<file path="src/rtl/spi_rxq_pkg.sv">
package spi_rxq_pkg;
  // Decision taken by the control logic for one cycle
  typedef struct packed {
    logic push_ok;  // frame accepted into storage
    logic pop_ok;   // oldest entry released
    logic drop;     // frame lost because no slot is free
  } rxq_op_t;
endpackage

</file>
<file path="src/rtl/rxq_storage.sv">
module rxq_storage #(
  parameter int DATA_W = 32,
  parameter int DEPTH  = 4,
  localparam int PTR_W = $clog2(DEPTH)
) (
  input  logic              clk_i,
  input  logic              we_i,
  input  logic [PTR_W-1:0]  wr_idx_i,
  input  logic [DATA_W-1:0] wr_data_i,
  input  logic [PTR_W-1:0]  pop_idx_i,
  output logic [DATA_W-1:0] pop_data_o,
  input  logic [PTR_W-1:0]  peek_idx_i,
  output logic [DATA_W-1:0] peek_data_o
);
  logic [DATA_W-1:0] slot_q [DEPTH];

  for (genvar g = 0; g < DEPTH; g++) begin : g_slot
    logic slot_en;
    assign slot_en = we_i && (wr_idx_i == PTR_W'(g));
    always_ff @(posedge clk_i) begin
      if (slot_en) slot_q[g] <= wr_data_i;
    end
  end

  always_comb begin
    pop_data_o  = slot_q[pop_idx_i];
    peek_data_o = slot_q[peek_idx_i];
  end
endmodule

</file>
<file path="src/rtl/rxq_ctrl.sv">
module rxq_ctrl
  import spi_rxq_pkg::*;
#(
  parameter int DEPTH  = 4,
  localparam int PTR_W = $clog2(DEPTH),
  localparam int CNT_W = $clog2(DEPTH + 1)
) (
  input  logic             clk_i,
  input  logic             rst_ni,
  input  logic             frame_done_i,
  input  logic             pop_rd_i,
  input  logic             flush_i,
  output rxq_op_t          op_o,
  output logic [PTR_W-1:0] wr_ptr_o,
  output logic [PTR_W-1:0] rd_ptr_o,
  output logic [CNT_W-1:0] count_o
);
  localparam logic [CNT_W-1:0] FULL_CNT = CNT_W'(DEPTH);

  logic [PTR_W-1:0] wr_q, wr_d, rd_q, rd_d;
  logic [CNT_W-1:0] cnt_q, cnt_d;
  logic             upd_en;
  logic             is_empty, is_full;

  function automatic logic [PTR_W-1:0] step_ptr(input logic [PTR_W-1:0] p);
    return (p == PTR_W'(DEPTH - 1)) ? '0 : p + 1'b1;
  endfunction

  always_comb begin
    is_empty       = (cnt_q == '0);
    is_full        = (cnt_q == FULL_CNT);
    op_o.pop_ok    = pop_rd_i && !is_empty && !flush_i;
    op_o.push_ok   = frame_done_i && !flush_i && (!is_full || op_o.pop_ok);
    op_o.drop      = frame_done_i && !flush_i && is_full && !op_o.pop_ok;
  end

  always_comb begin
    wr_d   = wr_q;
    rd_d   = rd_q;
    cnt_d  = cnt_q;
    upd_en = flush_i || op_o.push_ok || op_o.pop_ok;
    if (flush_i) begin
      wr_d  = '0;
      rd_d  = '0;
      cnt_d = '0;
    end else begin
      if (op_o.push_ok) wr_d = step_ptr(wr_q);
      if (op_o.pop_ok)  rd_d = step_ptr(rd_q);
      unique case ({op_o.push_ok, op_o.pop_ok})
        2'b10:   cnt_d = cnt_q + 1'b1;
        2'b01:   cnt_d = cnt_q - 1'b1;
        default: cnt_d = cnt_q;
      endcase
    end
  end

  always_ff @(posedge clk_i or negedge rst_ni) begin
    if (!rst_ni) begin
      wr_q  <= '0;
      rd_q  <= '0;
      cnt_q <= '0;
    end else if (upd_en) begin
      wr_q  <= wr_d;
      rd_q  <= rd_d;
      cnt_q <= cnt_d;
    end
  end

  assign wr_ptr_o = wr_q;
  assign rd_ptr_o = rd_q;
  assign count_o  = cnt_q;

  AST_CNT_RANGE: assert property (@(posedge clk_i) disable iff (!rst_ni)
    cnt_q <= FULL_CNT);
  AST_POP_STEP: assert property (@(posedge clk_i) disable iff (!rst_ni)
    (pop_rd_i && !is_empty && !flush_i) |=> rd_q == step_ptr($past(rd_q)));
  AST_EMPTY_POP_HOLD: assert property (@(posedge clk_i) disable iff (!rst_ni)
    (pop_rd_i && is_empty && !frame_done_i && !flush_i) |=> $stable(rd_q) && cnt_q == '0);
  AST_BOTH_KEEP_CNT: assert property (@(posedge clk_i) disable iff (!rst_ni)
    (pop_rd_i && frame_done_i && !is_empty && !flush_i) |=> $stable(cnt_q));
  AST_FLUSH_ZERO: assert property (@(posedge clk_i) disable iff (!rst_ni)
    flush_i |=> (cnt_q == '0 && rd_q == '0 && wr_q == '0));
endmodule

</file>
<file path="src/rtl/rxq_ovf.sv">
module rxq_ovf (
  input  logic clk_i,
  input  logic rst_ni,
  input  logic set_i,
  input  logic clr_i,
  output logic flag_o
);
  logic flag_q, flag_d, flag_en;

  always_comb begin
    flag_en = set_i || clr_i;
    flag_d  = set_i ? 1'b1 : 1'b0;
  end

  always_ff @(posedge clk_i or negedge rst_ni) begin
    if (!rst_ni)      flag_q <= 1'b0;
    else if (flag_en) flag_q <= flag_d;
  end

  assign flag_o = flag_q;

  AST_OVF_STICKY: assert property (@(posedge clk_i) disable iff (!rst_ni)
    (flag_q && !clr_i) |=> flag_q);
  AST_OVF_SET_WINS: assert property (@(posedge clk_i) disable iff (!rst_ni)
    set_i |=> flag_q);
endmodule

</file>
<file path="src/rtl/spi_rx_queue.sv">
module spi_rx_queue
  import spi_rxq_pkg::*;
#(
  parameter int DATA_W = 32,
  parameter int DEPTH  = 4,
  localparam int PTR_W = $clog2(DEPTH),
  localparam int CNT_W = $clog2(DEPTH + 1)
) (
  input  logic              clk_i,
  input  logic              rst_ni,
  input  logic              frame_done_i,
  input  logic [DATA_W-1:0] frame_data_i,
  input  logic              pop_rd_i,
  output logic [DATA_W-1:0] pop_data_o,
  input  logic              flush_i,
  input  logic              ovf_clr_i,
  output logic              ovf_o,
  output logic [CNT_W-1:0]  count_o,
  output logic [PTR_W-1:0]  pop_ptr_o,
  input  logic [PTR_W-1:0]  peek_idx_i,
  output logic [DATA_W-1:0] peek_data_o
);
  rxq_op_t          op;
  logic [PTR_W-1:0] wr_ptr, rd_ptr;

  rxq_ctrl #(.DEPTH(DEPTH)) u_ctrl (
    .clk_i       (clk_i),
    .rst_ni      (rst_ni),
    .frame_done_i(frame_done_i),
    .pop_rd_i    (pop_rd_i),
    .flush_i     (flush_i),
    .op_o        (op),
    .wr_ptr_o    (wr_ptr),
    .rd_ptr_o    (rd_ptr),
    .count_o     (count_o)
  );

  rxq_storage #(.DATA_W(DATA_W), .DEPTH(DEPTH)) u_store (
    .clk_i      (clk_i),
    .we_i       (op.push_ok),
    .wr_idx_i   (wr_ptr),
    .wr_data_i  (frame_data_i),
    .pop_idx_i  (rd_ptr),
    .pop_data_o (pop_data_o),
    .peek_idx_i (peek_idx_i),
    .peek_data_o(peek_data_o)
  );

  rxq_ovf u_ovf (
    .clk_i (clk_i),
    .rst_ni(rst_ni),
    .set_i (op.drop),
    .clr_i (ovf_clr_i),
    .flag_o(ovf_o)
  );

  assign pop_ptr_o = rd_ptr;

  AST_FULL_DROP: assert property (@(posedge clk_i) disable iff (!rst_ni)
    (frame_done_i && count_o == CNT_W'(DEPTH) && !pop_rd_i && !flush_i)
      |=> ovf_o && count_o == CNT_W'(DEPTH));
  AST_PUSH_GROWS: assert property (@(posedge clk_i) disable iff (!rst_ni)
    (frame_done_i && count_o < CNT_W'(DEPTH) && !pop_rd_i && !flush_i)
      |=> count_o == $past(count_o) + 1'b1);
  AST_PEEK_NO_EFFECT: assert property (@(posedge clk_i) disable iff (!rst_ni)
    (!frame_done_i && !pop_rd_i && !flush_i) |=> $stable(count_o) && $stable(pop_ptr_o));
endmodule

</file>
<file path="config.mk">
export PLATFORM = sky130hd
export DESIGN_NAME = spi_rx_queue
export DESIGN_NICKNAME = d
export VERILOG_FILES = /design/src/rtl/spi_rxq_pkg.sv /design/src/rtl/rxq_storage.sv /design/src/rtl/rxq_ctrl.sv /design/src/rtl/rxq_ovf.sv /design/src/rtl/spi_rx_queue.sv
export SDC_FILE = /design/constraint.sdc
export NUM_CORES = 1
export LEC_CHECK = 0
export BUFFER_PORTS_ARGS = -buffer_cell sky130_fd_sc_hd__buf_4
export CAP_MARGIN = 20
export CORE_MARGIN = 4
export CORE_UTILIZATION = 55
export CTS_CLUSTER_SIZE = 16
export DETAILED_ROUTE_END_ITERATION = 6
export PLACE_DENSITY = 0.79
export SYNTH_ARGS = -nofsm -noshare
export SYNTH_HDL_FRONTEND = slang
export SYNTH_HIERARCHICAL = 1
export SYNTH_SLANG_ARGS = --single-unit
</file>
<file path="constraint.sdc">
create_clock -name clk_i -period 4.7 [get_ports clk_i]
set_input_delay 0.94 -clock clk_i [delete_from_list [all_inputs] [get_ports clk_i]]
set_output_delay 0.94 -clock clk_i [all_outputs]
set_load 0.02 [all_outputs]
</file>
==> metrics.md, run 1 <==
| Metric | Value |
|---|---|
| Status | finished clean |
| Mapped Nets | 314 |
| Layout filler cell count | 660 |
| # IOs | 110 |
| Port buffer count | 109 |
| Max-slew headroom | 33.6% |
| Sw Ratio | 23.2% |
| Crit share post-route | 74.0% |
| Post-layout util | 69.0% |
| P&R area growth vs syn | 22.8% |
| CTS hold repair buffers | 0 |
| Crit path capture type | output pin |
| Wirelength, routed | 12400 um |
| Maximum clock frequency | 287 MHz |
| Max-capacitance violation count | 0 |
| Worst min-delay path class | in -> async |
| Hold Fails Final Rpt | 0 |
| Comb pwr share | 13.1% |
| CTS root buffer | clkbuf_8 |
| Critical Path RT | 3.76 ns |
| Slew @ Worst Pin | 0.992 ns |
| Pin count of the biggest net entering global routing | 36 |
| Minimum clock period after layout | 3.48 ns |
| Net Sw Power | 0.000718 W |
| Vias in the first global route | 3505 |
| Synthesized area per cell | 22.6 um2 |
| Share of cells above drive strength 1 | 53.4% |
| H-tree depth | 4 |
| GR Util All Layers | 21.0% |
| Vias | 3225 |
| Power Internal | 0.00238 W |
| Dpl cells | 502 |
| Setup bufs post-CTS | 0 |
| Max IR drop VDD | 275 uV |
| Cell Area, Placed | 6940 um2 |
| Die span in y | 113 um |
| Hpwl dp | 7440 um |
| Starting Density | 56.2% |
| Setup WS post-layout | 1.22 ns |
| Gpl congestion | 0.728 |
| Num CTS Buffers | 17 |
| Clock sink total | 136 |
| Multi-input gate area | 1870 um2 |
| Routed WL per cell | 23.3 um |
| Clk_lat worst skew | 0.51 ns |
| Die width | 113 um |
| CTS tree | done |
| Final TNS setup | 0 ns |
| First-pass GRT wire length | 19900 um |
| Initial antenna violation count | 0 |
| Nets | 424 |
| CTS Buffer Depth | 2 |
| Placement Rows | 38 |
| Post-Syn Area | 6120 um2 |
| Antenna diodes | 0 |
| Reg power frac | 45.9% |
| DRT Pass-1 Iters | 4 |
| Core area | 10900 um2 |
| Power per Cell Area | 412 nW/um2 |
| CTS clock-pin slew for the worst setup and hold paths | 0.06 ns |
| Worst slack at placement | 1.40 ns |
| Reg area | 4050 um2 |
| Post-Layout Cell Count | 533 |
| RSZ-0062 raised after global routing | false |
| Crit Path Class | reg -> out |
| Leakage power | 2.63 nW |
| CP arrival | 2.54 ns |
| Synth Instances | 271 |
| Skew final | 0.00328 ns |
| Antenna-violating nets left | 0 |
| DRC | 0 |
| GRT overflow | 0 |
| Design area | 7510 um2 |
| CP Launch Type | flop |
| Ys Warns | 6 |
| Detailed Route Iter0 Violations | 220 |
| CP Max Fanout | 19 |
| Post-cts sizing count | 0 |
| Slew Limit Fails | 0 |
| Die Area | 12900 um2 |
| Final setup fails | 0 |
| Routed vias/inst | 6.05 |
| Clock power frac | 41.0% |
## worst max-delay path, stage by stage, from the launching register on
cell and delay, ns:
dfrtp_2 0.75, buf_4 0.45, mux4_1 0.63, buf_4 0.18
## state kept, by name, indices dropped and copies added (netlist names)
name	count
u_ctrl/wr_ptr_o	2
u_ovf/flag_o	1
u_ctrl/count_o	3
u_ctrl/rd_ptr_o	2
u_store/slot_q	128
## cells in the final DEF, fill, tap and decap left out, drive strengths merged, types with 2 or more instances in the layout
cell type and n:
bufinv 3, edfxtp 128, a21o 3, nor2b 2
clkinvlp 2, dfrtp 8, nand3 2, clkinv 8
and3b 2, a21oi 2, nor3b 2, nor2 4
nand2b 6, inv 2, clkbuf 17, or3 2
a31oi 2, buf 111, mux4 64, o211ai 3
or3b 2, mux2 2, ha 2
## metal layers
layer	track usage [%]	part of all wire, %
met3	6.90	6.0
met4	5.05	0.83
met1	26.6	40
met5	0	0
met2	35.6	53
## power by group through the flow
stage,combinational (W),clock [W],sequential [W]
global placement,0.000404,0,0.00144
global route,0.000434,0.00135,0.00143
finish,0.000406,0.00127,0.00142
CTS,0.000413,0.00129,0.00142
floorplan,0.000278,0,0.00143
detailed placement,0.000411,0,0.00145
## path summary, 6_finish.rpt
path,startpoint,end,slack (ns),depth (start not counted)
worst max-delay path,u_ctrl/rd_ptr_o[0],pop_data_o[31],1.22,3
worst min-delay path,rst_ni,u_ctrl/count_o[0],0.24,1
worst max register to register,u_ctrl/count_o[1],u_store/slot_q[0][10],2.21,4
worst min register to register,u_ovf/flag_o,u_ovf/flag_o,0.49,1
max in group asynchronous,rst_ni,u_ctrl/rd_ptr_o[1],4.31,1
min in group clk_i,u_ovf/flag_o,u_ovf/flag_o,0.49,1
## final cells by class
| cell class | instances | area share, % |
|---|---|---|
| Tap cell | 140 | 2.33 |
| Clock inverter | 14 | 2.10 |
| Multi-Input combinational cell | 114 | 24.9 |
| Timing Repair Buffer | 111 | 11.3 |
| Inverter | 1 | 0.0500 |
| Clock buffer | 17 | 5.51 |
| Sequential cell | 136 | 53.9 |
## stage by stage
step / total power (W) / hold WS (ns)
finish: 0.00310 / 0.239
global route: 0.00322 / 0.215
CTS: 0.00313 / 0.216
detailed placement: 0.00186 / 0.484
global placement: 0.00185 / 0.474
floorplan: 0.00170 / 0.599
Note: power is estimated with default switching activity, not from simulation.
==> run 2, diff against run 1 <==
--- a/config.mk
+++ b/config.mk
@@ -5,13 +5,14 @@
 export SDC_FILE = /design/constraint.sdc
 export NUM_CORES = 1
 export LEC_CHECK = 0
+export ABC_AREA = 1
 export BUFFER_PORTS_ARGS = -buffer_cell sky130_fd_sc_hd__buf_4
 export CAP_MARGIN = 20
 export CORE_MARGIN = 4
 export CORE_UTILIZATION = 55
 export CTS_CLUSTER_SIZE = 16
 export DETAILED_ROUTE_END_ITERATION = 6
-export PLACE_DENSITY = 0.79
+export PLACE_DENSITY = 0.78
 export SYNTH_ARGS = -nofsm -noshare
 export SYNTH_HDL_FRONTEND = slang
 export SYNTH_HIERARCHICAL = 1
==> constraint.sdc (replaced) <==
create_clock -name clk_i -period 3.59 [get_ports clk_i]
set_input_delay 0.718 -clock clk_i [delete_from_list [all_inputs] [get_ports clk_i]]
set_output_delay 0.718 -clock clk_i [all_outputs]
set_load 0.02 [all_outputs]
==> run 2 against run 1 <==
Net effect: register-to-register slack worse by 0.57 ns; count of clock-buffer cells in the layout increased by 2; sequential cell count stayed put; power grew 68%; hold slack lost 0.12 ns; non-clock buffer count is 17 higher; global-route usage grew 2.2 points; largest cell class unchanged; largest power group unchanged; highest routed layer unchanged.
==> metrics.md, run 2 <==
| Metric | Value |
|---|---|
| Status | finished clean |
| Routed WL per cell | 15.0 um |
| Worst min-delay path class | in -> async |
| Antenna-violating nets left | 0 |
| Clock power frac | 33.5% |
| Skew final | 0.00772 ns |
| Cell Area, Placed | 7930 um2 |
| GRT overflow | 0 |
| Dpl cells | 1075 |
| Max-capacitance violation count | 0 |
| Setup WS post-layout | 0.796 ns |
| Unique masters post-synth | 22 |
| CP Max Fanout | 34 |
| Num CTS Buffers | 17 |
| Sw Ratio | 32.0% |
| Max-slew headroom | 44.1% |
| Die span in y | 121 um |
| Ys Warns | 6 |
| Net Sw Power | 0.00166 W |
| CTS clock-pin slew for the worst setup and hold paths | 0.05 ns |
| Top FF cell, synth | edfxtp_1 |
| Area contributors post-synth | edfxtp_1 (55%), nand2_1 (18%), nand3_1 (9.8%), inv_1 (7.3%), dfrtp_1 (2.8%) |
| Crit path capture type | output pin |
| Power Internal | 0.00353 W |
| Clk_lat worst skew | 0.41 ns |
| Port buffer count | 109 |
| Design area | 8520 um2 |
| CP Launch Type | flop |
| EDFF count, synth | 128 |
| CTS root buffer | clkbuf_16 |
| Gpl congestion | 0.814 |
| Commonest cells post-synth | nand2_1 (334), inv_1 (137), nand3_1 (137) |
| Share of cells above drive strength 1 | 18.4% |
| Area leader, netlist | edfxtp_1 |
| Asr flop ratio synth | 5.88% |
| P&R area growth vs syn | 21.2% |
| Yosys top cell area share | 54.7% |
| Post-Layout Cell Count | 1105 |
| Yosys reg bits | 136 |
| Hpwl dp | 10000 um |
| Critical Path RT | 2.87 ns |
| DRT Pass-1 Iters | 6 |
| RSZ-0062 raised after global routing | false |
| H-tree depth | 4 |
| Comb pwr share | 29.9% |
| Leakage power | 4.13 nW |
| Setup bufs post-CTS | 0 |
| FF-to-FF path depth | 9 |
| Vias | 5692 |
| Commonest cells after routing, fill and taps aside | nand2_1 (334), inv_1 (137), nand3_1 (137) |
| First-pass GRT wire length | 26200 um |
| Crit Path Class | reg -> out |
| DRC | 0 |
| Largest Register | u_store/slot_q |
| Power per Cell Area | 610 nW/um2 |
| Placement Rows | 41 |
| Sequential area share after synthesis | 57.5% |
| Most common cell after layout, fill and taps aside | nand2_1 |
| Pin count of the biggest net entering global routing | 69 |
| Synth Instances | 815 |
| Post-cts sizing count | 0 |
| Mapped Nets | 858 |
| CP arrival | 2.08 ns |
| Final setup fails | 0 |
| CTS tree | done |
| Crit share post-route | 77.8% |
| CTS Buffer Depth | 2 |
| Most frequent cell after synthesis | nand2_1 |
| Max IR drop VDD | 360 uV |
| Slew @ Worst Pin | 0.837 ns |
| Starting Density | 55.9% |
| Minimum clock period after layout | 2.79 ns |
| Post-Syn Area | 7030 um2 |
| Max reg flops | 128 |
| Clock sink total | 136 |
| Antenna diodes | 0 |
| GR Util All Layers | 23.2% |
| Routed vias/inst | 5.15 |
| Final TNS setup | 0 ns |
| Reg power frac | 36.6% |
| CTS hold repair buffers | 0 |
| Worst slack at placement | 1.01 ns |
| Final Hold Slack | 0.119 ns |
| Detailed Route Iter0 Violations | 558 |
| Maximum clock frequency | 358 MHz |
| Die width | 121 um |
| Nets | 965 |
| Vias in the first global route | 5398 |
| Hold Fails Final Rpt | 0 |
| Die Area | 14700 um2 |
| Initial antenna violation count | 0 |
| Core area | 12600 um2 |
| Wirelength, routed | 16600 um |
| Synthesized area per cell | 8.63 um2 |
| # IOs | 110 |
| Slew Limit Fails | 0 |
==> run 2: power by group through the flow <==
stage	combinational, W	clock [W]	sequential, W
after global routing	0.00169	0.00184	0.00191
final	0.00155	0.00174	0.00190
after global placement	0.00153	0	0.00193
after floorplan	0.000981	0	0.00196
after detailed placement	0.00155	0	0.00193
after CTS	0.00156	0.00177	0.00190
==> run 2: worst paths after layout <==
| kind | startpoint | to | slack, ns |
|---|---|---|---|
| setup / recovery | u_ctrl/rd_ptr_o[0] | pop_data_o[0] | 0.80 |
| hold / removal | rst_ni | u_ctrl/count_o[0] | 0.12 |
| setup reg to reg | u_ctrl/count_o[0] | u_store/slot_q[2][15] | 1.64 |
| hold reg to reg | u_ovf/flag_o | u_ovf/flag_o | 0.48 |
| max in group asynchronous | rst_ni | u_ctrl/rd_ptr_o[0] | 3.33 |
| min in group clk_i | u_ovf/flag_o | u_ovf/flag_o | 0.48 |
==> run 2: per-layer routing <==
layer / up-vias / global-route usage [%] / wire length, um
met2: 244 / 41.0 / 8430
met4: 0 / 7.01 / 181
li1: 2779 / - / -
met1: 2649 / 28.1 / 6570
met3: 20 / 5.73 / 1370
met5: - / 0 / 0
==> run 2: layout make-up <==
| cell class | count | area (um2) |
|---|---|---|
| Fill cell | 1002 | 4050 |
| Sequential cell | 136 | 4050 |
| Multi-Input combinational cell | 496 | 2160 |
| Timing Repair Buffer | 128 | 973 |
| Inverter | 143 | 537 |
| Clock buffer | 19 | 433 |
| Tap cell | 172 | 215 |
| Clock inverter | 11 | 156 |
==> run 2: cell families after synthesis <==
logic type	after synthesis	synth area share, %
buffers and inverters	183	12.0
AND/OR/NAND/NOR	490	29.4
AO/OA/AOI/OAI	2	0.285
XOR/XNOR	1	0.125
flip-flops	136	57.5
adder cells (fa/ha/maj)	3	0.641
==> run 2: stage by stage <==
stage | util, % | power (W)
floorplan | - | 0.00294
global placement | 63.1 | 0.00346
detailed placement | 63.1 | 0.00349
CTS | 67.8 | 0.00523
global route | 67.8 | 0.00545
finish | 67.8 | 0.00520
==> run 2: critical path, cell delays in order (launching register included) <==
cell and delay [ns]:
dfrtp_2 0.40, inv_2 0.50, buf_4 0.34, nand2_1 0.08, nand3_1 0.07, nand2_1 0.10
buf_4 0.17
==> run 3, diff against run 2 <==
==> constraint.sdc (replaced) <==
create_clock -name clk_i -period 2.6 [get_ports clk_i]
set_input_delay 0.52 -clock clk_i [delete_from_list [all_inputs] [get_ports clk_i]]
set_output_delay 0.52 -clock clk_i [all_outputs]
set_load 0.02 [all_outputs]
==> run 3 against run 2 <==
Net effect: hold slack gained 0.19 ns; critical endpoint unchanged; worst setup slack worse by 0.50 ns; non-clock buffer count shrank 1; register-to-register slack got worse by 0.95 ns; design area up 0.59%; cell count about the same; largest cell class unchanged; die area did not move.
==> metrics.md, run 3 (synthesized netlist as in run 2, its figures left out) <==
| Metric | Value |
|---|---|
| Status | finished clean |
| GRT overflow | 0 |
| DRC | 0 |
| Gpl congestion | 0.838 |
| Clk_lat worst skew | 0.41 ns |
| Maximum clock frequency | 434 MHz |
| Num CTS Buffers | 17 |
| Critical-path cell list | inv_1, buf_12, nand3_1, nand2_1, buf_4 |
| Setup bufs post-CTS | 0 |
| Slew @ Worst Pin | 0.488 ns |
| Die span in y | 121 um |
| Leakage power | 4.14 nW |
| Core area | 12600 um2 |
| CTS Buffer Depth | 2 |
| Slew Limit Fails | 0 |
| Multi-input gate area | 2190 um2 |
| H-tree depth | 4 |
| Post-cts sizing count | 0 |
| Largest Register | u_store/slot_q |
| Final TNS setup | 0 ns |
| Nets | 964 |
| Max reg flops | 128 |
| Crit Path Class | reg -> out |
| Routed WL per cell | 14.8 um |
| CTS tree | done |
| Clock sink total | 136 |
| Setup WS post-layout | 0.296 ns |
| Routed vias/inst | 5.17 |
| Starting Density | 55.9% |
| Post-Layout Cell Count | 1106 |
| First-pass GRT wire length | 26600 um |
| Dpl cells | 1073 |
| Minimum clock period after layout | 2.30 ns |
| GR Util All Layers | 23.2% |
| Initial antenna violation count | 0 |
| Share of cells above drive strength 1 | 19.0% |
| Wirelength, routed | 16400 um |
| Hpwl dp | 10000 um |
| Placement Rows | 41 |
| Power per Cell Area | 816 nW/um2 |
| Antenna-violating nets left | 0 |
| Reg area | 4050 um2 |
| Critical Path RT | 2.08 ns |
| Worst min-delay path class | in -> reg |
| Crit share post-route | 88.6% |
| # IOs | 110 |
| Hold Fails Final Rpt | 0 |
| P&R area growth vs syn | 21.9% |
| Layout filler cell count | 969 |
| CP Max Fanout | 23 |
| RSZ-0062 raised after global routing | false |
| CTS root buffer | clkbuf_16 |
| Max IR drop VDD | 554 uV |
| Final Hold Slack | 0.309 ns |
| Pin count of the biggest net entering global routing | 65 |
| Worst slack at placement | 0.526 ns |
| Crit-path max cell delay | 0.40 ns |
| Max-capacitance violation count | 0 |
| Vias | 5719 |
| Crit-path slowest cell | dfrtp_2 |
| Detailed Route Iter0 Violations | 436 |
| CP Launch Type | flop |
| Die Area | 14700 um2 |
| Die width | 121 um |
| Max-slew headroom | 67.5% |
| Most common cell after layout, fill and taps aside | nand2_1 |
| Commonest cells after routing, fill and taps aside | nand2_1 (334), inv_1 (137), nand3_1 (137) |
| Crit path capture type | output pin |
| Port buffer count | 109 |
| Worst R2R Setup Slack | 0.69 ns |
| Final setup fails | 0 |
| Skew final | 0.00942 ns |
| Vias in the first global route | 5525 |
| Antenna diodes | 0 |
| CP arrival | 1.78 ns |
| DRT Pass-1 Iters | 5 |
| CTS clock-pin slew for the worst setup and hold paths | 0.06 ns |
run 3: what timing repair did:
action,4_1_cts,5_1_grt
endpoints found under the setup margin,0,0
hold endpoints to repair,8,0
hold buffers,1,0
run 3: worst max-delay path, delay by kind of cell, from the launching register on:
family / cells / cell delay [ns]
buf+inv: 3 / 0.75
flops: 1 / 0.40
simple gates: 2 / 0.22
run 3: layer usage:
layer,share of wire [%],vias to the layer above,track usage (%),routed length [um]
li1,-,2784,-,-
met1,39,2614,29.8,6340
met2,51,286,38.7,8280
met3,8.2,35,4.34,1350
met4,2.5,0,9.77,409
met5,0,-,0,0
run 3: cell type report:
| type | instances | area share [%] |
|---|---|---|
| Tap cell | 172 | 2.51 |
| Clock inverter | 15 | 1.37 |
| Multi-Input combinational cell | 496 | 25.5 |
| Sequential cell | 136 | 47.2 |
| Clock buffer | 17 | 4.96 |
| Inverter | 143 | 6.26 |
| Timing Repair Buffer | 127 | 12.2 |
run 3: final timing paths:
kind                       depth (start not counted)                from                     to
max                                                5  u_ctrl/rd_ptr_o[1]          pop_data_o[0]
max in group asynchronous                          2              rst_ni     u_ctrl/rd_ptr_o[1]
min                                                1    frame_data_i[15]  u_store/slot_q[0][15]
max reg2reg                                        9   u_ctrl/count_o[2]  u_store/slot_q[3][17]
min reg2reg                                        2        u_ovf/flag_o           u_ovf/flag_o
min in group asynchronous                          2              rst_ni      u_ctrl/count_o[0]
run 3: stage by stage:
stage	util, %	cell area (um2)	total power (W)
2_1_floorplan	-	7050	0.00406
3_3_place_gp	63.8	8020	0.00483
3_5_place_dp	63.8	8020	0.00486
4_1_cts	68.2	8570	0.00703
5_1_grt	68.2	8570	0.00736
6_report	68.2	8570	0.00699
run 3: power by group:
part	internal, W	switching, W	leakage, nW	total (W)
sequential	0.00255	0.0000824	1.27	0.00263
clock	0.00124	0.000932	0.261	0.00217
combinational	0.000787	0.00140	2.61	0.00219
total	0.00458	0.00242	4.14	0.00699
